[src/rtl/ebus_pkg.sv]
package ebus_pkg;

    typedef enum logic [1:0] {
        RGN_SHADOW = 2'd0,
        RGN_EMU    = 2'd1,
        RGN_GEN    = 2'd2
    } rgn_e;

    typedef enum logic {
        PH_HI = 1'b0,
        PH_LO = 1'b1
    } ph_e;

endpackage

[src/rtl/ebus_rgn_dec.sv]
module ebus_rgn_dec
    import ebus_pkg::*;
#(
    parameter int                  ADDR_W    = 23,
    parameter int                  SHD_LSB   = 10,
    parameter logic [ADDR_W-1:0]   SHD_BASE  = '0,
    parameter int                  EMU_LSB   = 20,
    parameter logic [ADDR_W-1:0]   EMU_BASE  = 23'h400000,
    parameter int                  CS_W      = 2,
    localparam int                 HI_W      = ADDR_W - SHD_LSB
) (
    input  logic [HI_W-1:0] addr_hi,
    output rgn_e            rgn,
    output logic [CS_W-1:0] cs
);

    localparam int EMU_OFS = EMU_LSB - SHD_LSB;

    logic shd_hit;
    logic emu_hit;

    assign shd_hit = (addr_hi == SHD_BASE[ADDR_W-1:SHD_LSB]);
    assign emu_hit = (addr_hi[HI_W-1:EMU_OFS] == EMU_BASE[ADDR_W-1:EMU_LSB]);
    assign cs      = addr_hi[HI_W-1 -: CS_W];

    always_comb begin
        if (shd_hit)      rgn = RGN_SHADOW;
        else if (emu_hit) rgn = RGN_EMU;
        else              rgn = RGN_GEN;
    end

endmodule

[src/rtl/ebus_len_calc.sv]
module ebus_len_calc
    import ebus_pkg::*;
#(
    parameter int  CS_W    = 2,
    parameter int  WAIT_W  = 2,
    parameter int  SHD_LEN = 2,
    localparam int NCS     = 1 << CS_W,
    localparam int MAX_LEN = 1 + (1 << WAIT_W) - 1 > SHD_LEN ? (1 << WAIT_W) : SHD_LEN,
    localparam int LEN_W   = $clog2(MAX_LEN + 1)
) (
    input  rgn_e                    rgn,
    input  logic [CS_W-1:0]         cs,
    input  logic                    expanded,
    input  logic [NCS*WAIT_W-1:0]   wait_cfg,
    output logic [LEN_W-1:0]        len
);

    logic [WAIT_W-1:0] wfield [NCS];

    for (genvar g = 0; g < NCS; g++) begin : g_unpack
        assign wfield[g] = wait_cfg[g*WAIT_W +: WAIT_W];
    end

    always_comb begin
        unique case (rgn)
            RGN_SHADOW: len = LEN_W'(SHD_LEN);
            RGN_EMU:    len = LEN_W'(1);
            default:    len = LEN_W'(1) + (expanded ? LEN_W'(wfield[cs]) : LEN_W'(0));
        endcase
    end

endmodule

[src/rtl/ebus_vis_mux.sv]
module ebus_vis_mux #(
    parameter int  DATA_W = 16,
    localparam int HALF   = DATA_W / 2
) (
    input  logic [DATA_W-1:0] addr,
    input  logic [DATA_W-1:0] rdata,
    input  logic              word,
    input  logic              show,
    output logic [DATA_W-1:0] bus
);

    always_comb begin
        bus = addr;
        if (show) begin
            if (word)         bus = rdata;
            else if (addr[0]) bus[HALF-1:0]      = rdata[HALF-1:0];
            else              bus[DATA_W-1:HALF] = rdata[DATA_W-1:HALF];
        end
    end

endmodule

[src/rtl/ebus_seq.sv]
module ebus_seq
    import ebus_pkg::*;
#(
    parameter int                ADDR_W   = 23,
    parameter int                DATA_W   = 16,
    parameter int                CS_W     = 2,
    parameter int                WAIT_W   = 2,
    parameter int                SHD_LSB  = 10,
    parameter logic [ADDR_W-1:0] SHD_BASE = '0,
    parameter int                EMU_LSB  = 20,
    parameter logic [ADDR_W-1:0] EMU_BASE = 23'h400000,
    localparam int               NCS      = 1 << CS_W,
    localparam int               MAX_LEN  = (1 << WAIT_W) > 2 ? (1 << WAIT_W) : 2,
    localparam int               LEN_W    = $clog2(MAX_LEN + 1)
) (
    input  logic                    clk,
    input  logic                    rst_n,
    input  logic [1:0]              mode,
    input  logic [NCS*WAIT_W-1:0]   wait_cfg,
    input  logic                    req_valid,
    input  logic                    req_write,
    input  logic                    req_word,
    input  logic [ADDR_W-1:0]       req_addr,
    input  logic [DATA_W-1:0]       req_wdata,
    input  logic [DATA_W-1:0]       int_rdata,
    input  logic [DATA_W-1:0]       ext_data_in,
    output logic                    ready,
    output logic                    done,
    output logic [DATA_W-1:0]       rd_data,
    output logic                    reg_wr,
    output logic                    phase_clk,
    output logic                    rw_n,
    output logic                    ext_acc,
    output logic                    ad_oe,
    output logic [DATA_W-1:0]       ad_out,
    output logic                    data_oe,
    output logic [DATA_W-1:0]       data_out
);

    typedef struct packed {
        logic              busy;
        ph_e               ph;
        logic [LEN_W-1:0]  left;
        logic [DATA_W-1:0] addr;
        logic [DATA_W-1:0] wdata;
        logic              write;
        logic              word;
        logic              ext;
        logic              intrd;
        logic              regwr;
        logic              done;
        logic [DATA_W-1:0] rdata;
    } st_t;

    st_t st_d, st_q;

    rgn_e              rgn;
    logic [CS_W-1:0]   cs;
    logic [LEN_W-1:0]  len;
    logic              emul;
    logic              expanded;
    logic              show_vis;

    assign emul     = mode[1];
    assign expanded = mode[0];

    ebus_rgn_dec #(
        .ADDR_W   (ADDR_W),
        .SHD_LSB  (SHD_LSB),
        .SHD_BASE (SHD_BASE),
        .EMU_LSB  (EMU_LSB),
        .EMU_BASE (EMU_BASE),
        .CS_W     (CS_W)
    ) rgn_dec_i (
        .addr_hi (req_addr[ADDR_W-1:SHD_LSB]),
        .rgn     (rgn),
        .cs      (cs)
    );

    ebus_len_calc #(
        .CS_W    (CS_W),
        .WAIT_W  (WAIT_W),
        .SHD_LEN (2)
    ) len_calc_i (
        .rgn      (rgn),
        .cs       (cs),
        .expanded (expanded),
        .wait_cfg (wait_cfg),
        .len      (len)
    );

    // Sequencing: each bus cycle is a high-phase tick followed by a low-phase tick.
    always_comb begin
        st_d      = st_q;
        st_d.done = 1'b0;
        if (!st_q.busy) begin
            if (req_valid) begin
                st_d.busy  = 1'b1;
                st_d.ph    = PH_HI;
                st_d.left  = len - LEN_W'(1);
                st_d.addr  = req_addr[DATA_W-1:0];
                st_d.wdata = req_wdata;
                st_d.write = req_write;
                st_d.word  = req_word;
                st_d.ext   = (rgn == RGN_SHADOW) ? emul : 1'b1;
                st_d.intrd = (rgn == RGN_SHADOW) && !emul && !req_write;
                st_d.regwr = (rgn == RGN_SHADOW) && req_write;
            end
        end else if (st_q.ph == PH_HI) begin
            st_d.ph = PH_LO;
        end else if (st_q.left == '0) begin
            st_d.busy  = 1'b0;
            st_d.done  = 1'b1;
            st_d.rdata = st_q.intrd ? int_rdata : ext_data_in;
        end else begin
            st_d.left = st_q.left - LEN_W'(1);
            st_d.ph   = PH_HI;
        end
    end

    always_ff @(posedge clk or negedge rst_n) begin
        if (!rst_n) st_q <= '0;
        else        st_q <= st_d;
    end

    assign show_vis = st_q.busy && (st_q.ph == PH_LO) && (st_q.left == '0) && st_q.intrd;

    ebus_vis_mux #(
        .DATA_W (DATA_W)
    ) vis_mux_i (
        .addr  (st_q.addr),
        .rdata (int_rdata),
        .word  (st_q.word),
        .show  (show_vis),
        .bus   (ad_out)
    );

    assign ready     = !st_q.busy;
    assign done      = st_q.done;
    assign rd_data   = st_q.rdata;
    assign reg_wr    = st_q.done && st_q.regwr;
    assign phase_clk = st_q.busy && (st_q.ph == PH_HI);
    assign ext_acc   = st_q.busy && st_q.ext;
    assign rw_n      = !(st_q.busy && st_q.ext && st_q.write);
    assign ad_oe     = st_q.busy;
    assign data_oe   = st_q.busy && st_q.ext && st_q.write;
    assign data_out  = st_q.wdata;

endmodule

[config.mk]
export PLATFORM = sky130hd
export DESIGN_NAME = ebus_seq
export DESIGN_NICKNAME = d
export VERILOG_FILES = /design/src/rtl/ebus_pkg.sv /design/src/rtl/ebus_rgn_dec.sv /design/src/rtl/ebus_len_calc.sv /design/src/rtl/ebus_vis_mux.sv /design/src/rtl/ebus_seq.sv
export SDC_FILE = /design/constraint.sdc
export NUM_CORES = 1
export LEC_CHECK = 0
export ABC_AREA = 1
export BUFFER_PORTS_ARGS = -buffer_cell sky130_fd_sc_hd__buf_2
export CAP_MARGIN = 20
export CORE_MARGIN = 3
export CORE_UTILIZATION = 53
export CTS_BUF_LIST = sky130_fd_sc_hd__clkbuf_4 sky130_fd_sc_hd__clkbuf_8
export CTS_CLUSTER_SIZE = 14
export DETAILED_ROUTE_END_ITERATION = 8
export HOLD_SLACK_MARGIN = 0.03
export MAX_ROUTING_LAYER = met4
export PLACE_DENSITY = 0.87
export SYNTH_ARGS = -nofsm -noshare
export SYNTH_HDL_FRONTEND = slang
export SYNTH_HIERARCHICAL = 1
export SYNTH_SLANG_ARGS = --single-unit
[constraint.sdc]
create_clock -name clk -period 3.9 [get_ports clk]
set_input_delay 0.585 -clock clk [delete_from_list [all_inputs] [get_ports clk]]
set_output_delay 0.585 -clock clk [all_outputs]
set_load 0.02 [all_outputs]
# ---- After elaboration in Yosys (flattened, before gate mapping)
# Index checks and enable logic that the tools add are counted.
dict set report word_totals {
  regBits 59
  in_bits 86
  out_inout_bits 56
}
dict set report op_classes {
  magnitude_cmp 1
  mux 23
  reduce_logical 21
  n_eq_ne 4
  bitwise 3
  n_addsub 3
}
# cell count
set op_table {}
lappend op_table {{$mux W17} 3}
lappend op_table {{$mux W16} 3}
lappend op_table {{$mux W42} 1}
lappend op_table {{$mux W8} 2}
lappend op_table {{$logic_not A13 Y1} 1}
lappend op_table {{$logic_and A1 B1 Y1} 10}
lappend op_table {{$mux W2} 5}
lappend op_table {{$pmux W3 S2} 1}
lappend op_table {{$reduce_and A3 Y1} 2}
lappend op_table {{$sub A3 B1 Y3 const B} 2}
lappend op_table {{$mux W5} 1}
lappend op_table {{$bmux W2 S2} 1}
lappend op_table {{$logic_not A1 Y1} 4}
lappend op_table {{$mux W1} 4}
lappend op_table {{$mux W4} 1}
lappend op_table {{$ne A2 B2 Y1 const B} 2}
lappend op_table {{$add A1 B3 Y3 const A} 1}
lappend op_table {{$eq A3 B3 Y1 const B} 1}
lappend op_table {{$ge A3 B3 Y1 const B} 1}
lappend op_table {{$logic_not A3 Y1} 1}
lappend op_table {{$mux W3} 1}
lappend op_table {{$not A2 Y3} 1}
lappend op_table {{$eq A2 B1 Y1 const B} 1}
lappend op_table {{$logic_not A2 Y1} 1}
lappend op_table {{other kinds (3)} 4}

# ---- Depth between registers and ports, before layout
dict set report depth {
  ltp_word 10
  depth_mapped 18
}

# ---- Hierarchy
# The synthesis kept the hierarchy.
# mod area_per_inst_um2 cells_each n_inst seq_area_each_um2
set modules_own_cells {}
lappend modules_own_cells {ebus_seq 2862.7 337 1 1476.4}
lappend modules_own_cells {ebus_vis_mux 271.5 56 1 0.0}
lappend modules_own_cells {ebus_len_calc 138.9 32 1 0.0}
lappend modules_own_cells {ebus_rgn_dec 73.8 15 1 0.0}

# ---- Worst setup path before layout
# Ideal clock, no wire load.
dict set report synth_path {
  path_kind {register -> output}
  startpoint {reg st_q[54] (netlist bit)}
  endpoint {out ad_out[10]}
  required_time_ns 3.315
  path_stages_with_launch 9
  n_path_buf 2
  slack_ns 1.709
  arrival_ns 1.606
  path_cell_list {dfrtp_1 nor2_1 ha_1 nand2_4 nor3_1 buf_6 buf_4 nand3_1 nand2_1}
}
dict set report synth_between {
  elab_chain_len 4
}
# item line
set synth_rtl {}
lappend synth_rtl {{start, declared} ebus_seq.sv:55} ;# st_t st_d, st_q;
lappend synth_rtl {{start signal, assigned} ebus_seq.sv:123} ;# else st_q <= st_d;
lappend synth_rtl {{$logic_not A3 Y1} ebus_seq.sv:126} ;# assign show_vis = st_q.busy && (st_q.ph == PH_LO) && (st_q.left == '0) && st_q.intrd;
lappend synth_rtl {{$logic_and A1 B1 Y1 (2 in series)} ebus_seq.sv:126}
lappend synth_rtl {{via show_vis} ebus_seq.sv:62} ;# logic show_vis;
lappend synth_rtl {{$mux W16} ebus_vis_mux.sv:14} ;# if (show) begin
lappend synth_rtl {{end, declared} ebus_seq.sv:35} ;# output logic [DATA_W-1:0] ad_out,
# The timed path passes the listed nets, and every way through them passes these cells.

# ---- Worst setup path in the final report
dict set report layout_path {
  startpoint {reg st_q[18] (netlist bit)}
  endpoint {out ad_out[4]}
}
dict set report layout_between {
  elab_chain_len 2
}
# item line
set layout_rtl {}
lappend layout_rtl {{$logic_and A1 B1 Y1} ebus_seq.sv:126}
lappend layout_rtl {{via show_vis} ebus_seq.sv:62}
lappend layout_rtl {{$mux W16} ebus_vis_mux.sv:14}
# The timed path passes the listed nets, and every way through them passes these cells.

==> impl_metrics.py <==
metrics = {
    "timing": {
        "slew_violations": 0,
        "clock_skew_ns": 0.00985,
        "period_minus_slack_ns": 2.82,
        "worst_pin_slew_ns": 0.659,
        "setup_slack_ns": 1.08,
        "period_share": 0.722,
        "finalSetupViolCount": 0,
        "max_slew_margin": 0.561,
        "hold_viol": 0,
        "fmax_ghz": 0.355,
        "grt_setup_unrepaired": "no",
        "setup_tns_ns": 0,
    },
    "drt": {
        "first_pass_iters": 7,
        "drt-total-wl_um": 8310,
        "route.detailed.drc": 0,
        "ant_nets": 0,
        "via_per_inst": 5.08,
        "vias": 3167,
        "wl_per_cell_um": 13.3,
        "drt_iter0_drc": 221,
    },
    "clock_network": {
        "cts.sinks": 59,
        "cts-buffers-inserted": 9,
        "htreeDepth": 3,
        "cts_hold_buffers": 0,
        "ctsResizeCount": 0,
        "clk_path_buf_depth": 2,
        "insertion_delay_ns": 0.34,
        "clk_pin_slew_ns": 0.08,
        "cts_tree": "yes",
        "cts_setup_buffers": 0,
        "cts_root_buffer": "clkbuf_8",
    },
    "logic_synthesis": {
        "synthCells": 440,
        "ys_ff_latch": 59,
        "synth_flop_cell": "dfrtp_1",
        "syn-cell-area_um2": 3350,
        "yosysWarnings": 6,
        "ys_async_sr_fraction": 1.00,
        "postSynthAreaPerCell_um2": 7.61,
        "synth_cell_types": 24,
        "yosysSeqAreaShare": 0.441,
        "synth.net_count": 530,
        "synth-edff-count": 0,
    },
    "power_and_ir_drop": {
        "power_switching_mw": 1.53,
        "switching_share": 0.455,
        "pwr-share-seq": 0.334,
        "power.leakage_nw": 2.33,
        "powerDensity_nw_per_um2": 837,
        "intPower_mw": 1.83,
        "power_frac_comb": 0.480,
        "ir_drop_mv": 0.459,
        "clkPwrFrac": 0.187,
    },
    "floorplanning": {
        "rows": 28,
        "ios": 142,
        "die_y_um": 85.5,
        "die_x_um": 85.5,
        "die_area_um2": 7300,
        "initial_utilization": 0.555,
        "core_um2": 6030,
    },
    "global_route": {
        "grt_usage": 0.240,
        "met2_usage": 0.371,
        "grt_remaining_overflow": 0,
        "grtUsageMet3": 0.0563,
        "top_usage_layer": "met2",
        "grt_use_met1": 0.307,
        "grt_pass1_wl_um": 13600,
        "antenna_found_initial": 0,
        "grt_max_degree": 41,
        "grt_pass1_vias": 2937,
    },
    "worst_setup_path": {
        "r2r_end": "st_q[18]",
        "crit_start": "st_q[18]",
        "critPathRequiredTime_ns": 3.31,
        "cp_data_arrival_time_ns": 2.23,
        "r2r_start": "ad_oe",
        "r2r_cells": 6,
        "setup.worst_path.end": "ad_out[4]",
        "cp-end-kind": "primary output",
        "crit_path_start_kind": "flop",
        "cp_max_fo": 19,
        "criticalPathCategory": "flop to primary output",
        "r2r_slack_ns": 2.10,
    },
    "final_layout": {
        "stdcell_area_um2": 4010,
        "finish.net_count": 634,
        "drive_above_1_share": 0.319,
        "final_common_cell": "nand2_1",
        "layout.cells.most_common_list": "nand2_1, buf_2, dfrtp_1",
        "antennaDiodeCount": 0,
        "areaGrowthSynthToFinish_pct": 19.7,
    },
    "placed_design": {
        "io_buffers": 141,
        "dp_hpwl_um": 6140,
        "placed_area_um2": 3780,
        "place_ws_ns": 1.49,
        "gp_congestion": 0.970,
    },
    "outcome": {
        "status": "finished, final reports clean",
    },
    "flow_run": {
        "maxCapViolCount": 0,
    },
    "worst_hold_path": {
        "hold_path_class": "primary input to async pin",
    },
}
synth_stat cells, types with 5 or more instances:
master,count,area (µm²)
nand2_1,199,747
nor2_1,19,71.3
dfrtp_1,59,1480
nand3_1,36,180
buf_6,6,67.6
buf_2,5,25.0
o21a_1,16,120
nand2_4,5,56.3
a21oi_1,5,25.0
inv_1,25,93.8
o21ai_0,7,35.0
buf_4,39,293
flip-flops by register name, indices dropped and copies added, names as in the netlist:
name,count
st_q,25
data_out,16
rd_data,16
ad_oe,1
done,1
routing by layer:
| layer | share of wire | vias up |
|---|---|---|
| met2 | 0.47 | 172 |
| li1 | - | 1540 |
| met1 | 0.41 | 1432 |
| met5 | 0 | - |
| met4 | 0.020 | 0 |
| met3 | 0.094 | 23 |
metrics by stage:
step	util	hold slack [ns]	cells	power, mW
after floorplan	-	0.289	440	2.48
after global placement	0.627	0.458	608	2.67
after detailed placement	0.627	0.460	608	2.72
after CTS	0.665	0.281	624	3.36
after global routing	0.665	0.312	624	3.60
final	0.665	0.262	624	3.35
how the worst min path moves through the flow:
stage / cells past startpoint / slack, ns / start / end
floorplan: 0 / 0.29 / rst_n / ad_oe
global placement: 2 / 0.46 / data_out[5] / data_out[5]
detailed placement: 2 / 0.46 / data_out[7] / data_out[7]
CTS: 1 / 0.28 / rst_n / rd_data[0]
global route: 1 / 0.31 / rst_n / rd_data[0]
finish: 1 / 0.26 / rst_n / rd_data[0]
power groups by stage:
stage               sequential [mW]  clock, mW  combinational, mW
floorplan                      1.05          0               1.43
global placement               1.11          0               1.55
detailed placement             1.12          0               1.60
CTS                            1.11      0.635               1.62
global route                   1.16      0.666               1.78
finish                         1.12      0.627               1.61
logic make-up (layout without fill, tap and decap cells):
logic type	Yosys count	count (layout)	share of synthesized area
AND/OR/NAND/NOR	264	264	0.330
buffers and inverters	81	190	0.151
flip-flops	59	59	0.441
AO/OA/AOI/OAI	32	32	0.0624
adder cells (fa/ha/maj)	4	4	0.0150
area by class of cell:
class	instances	area [µm²]
clock buffers	9	124
clock inverters	7	100
fillers	565	2020
inverters	31	121
multi-input cells	300	1370
flip-flops and latches	59	1480
well taps	75	93.8
repair buffers	143	721
critical path: stages, from the launching register on:
cell and delay (ns):
dfrtp_1 0.68, inv_2 0.26, nor3_2 0.21, buf_4 0.27, o21ai_2 0.15, nand2_1 0.10
nand2_1 0.06, buf_2 0.16
Power figures use the tool's default switching activity.
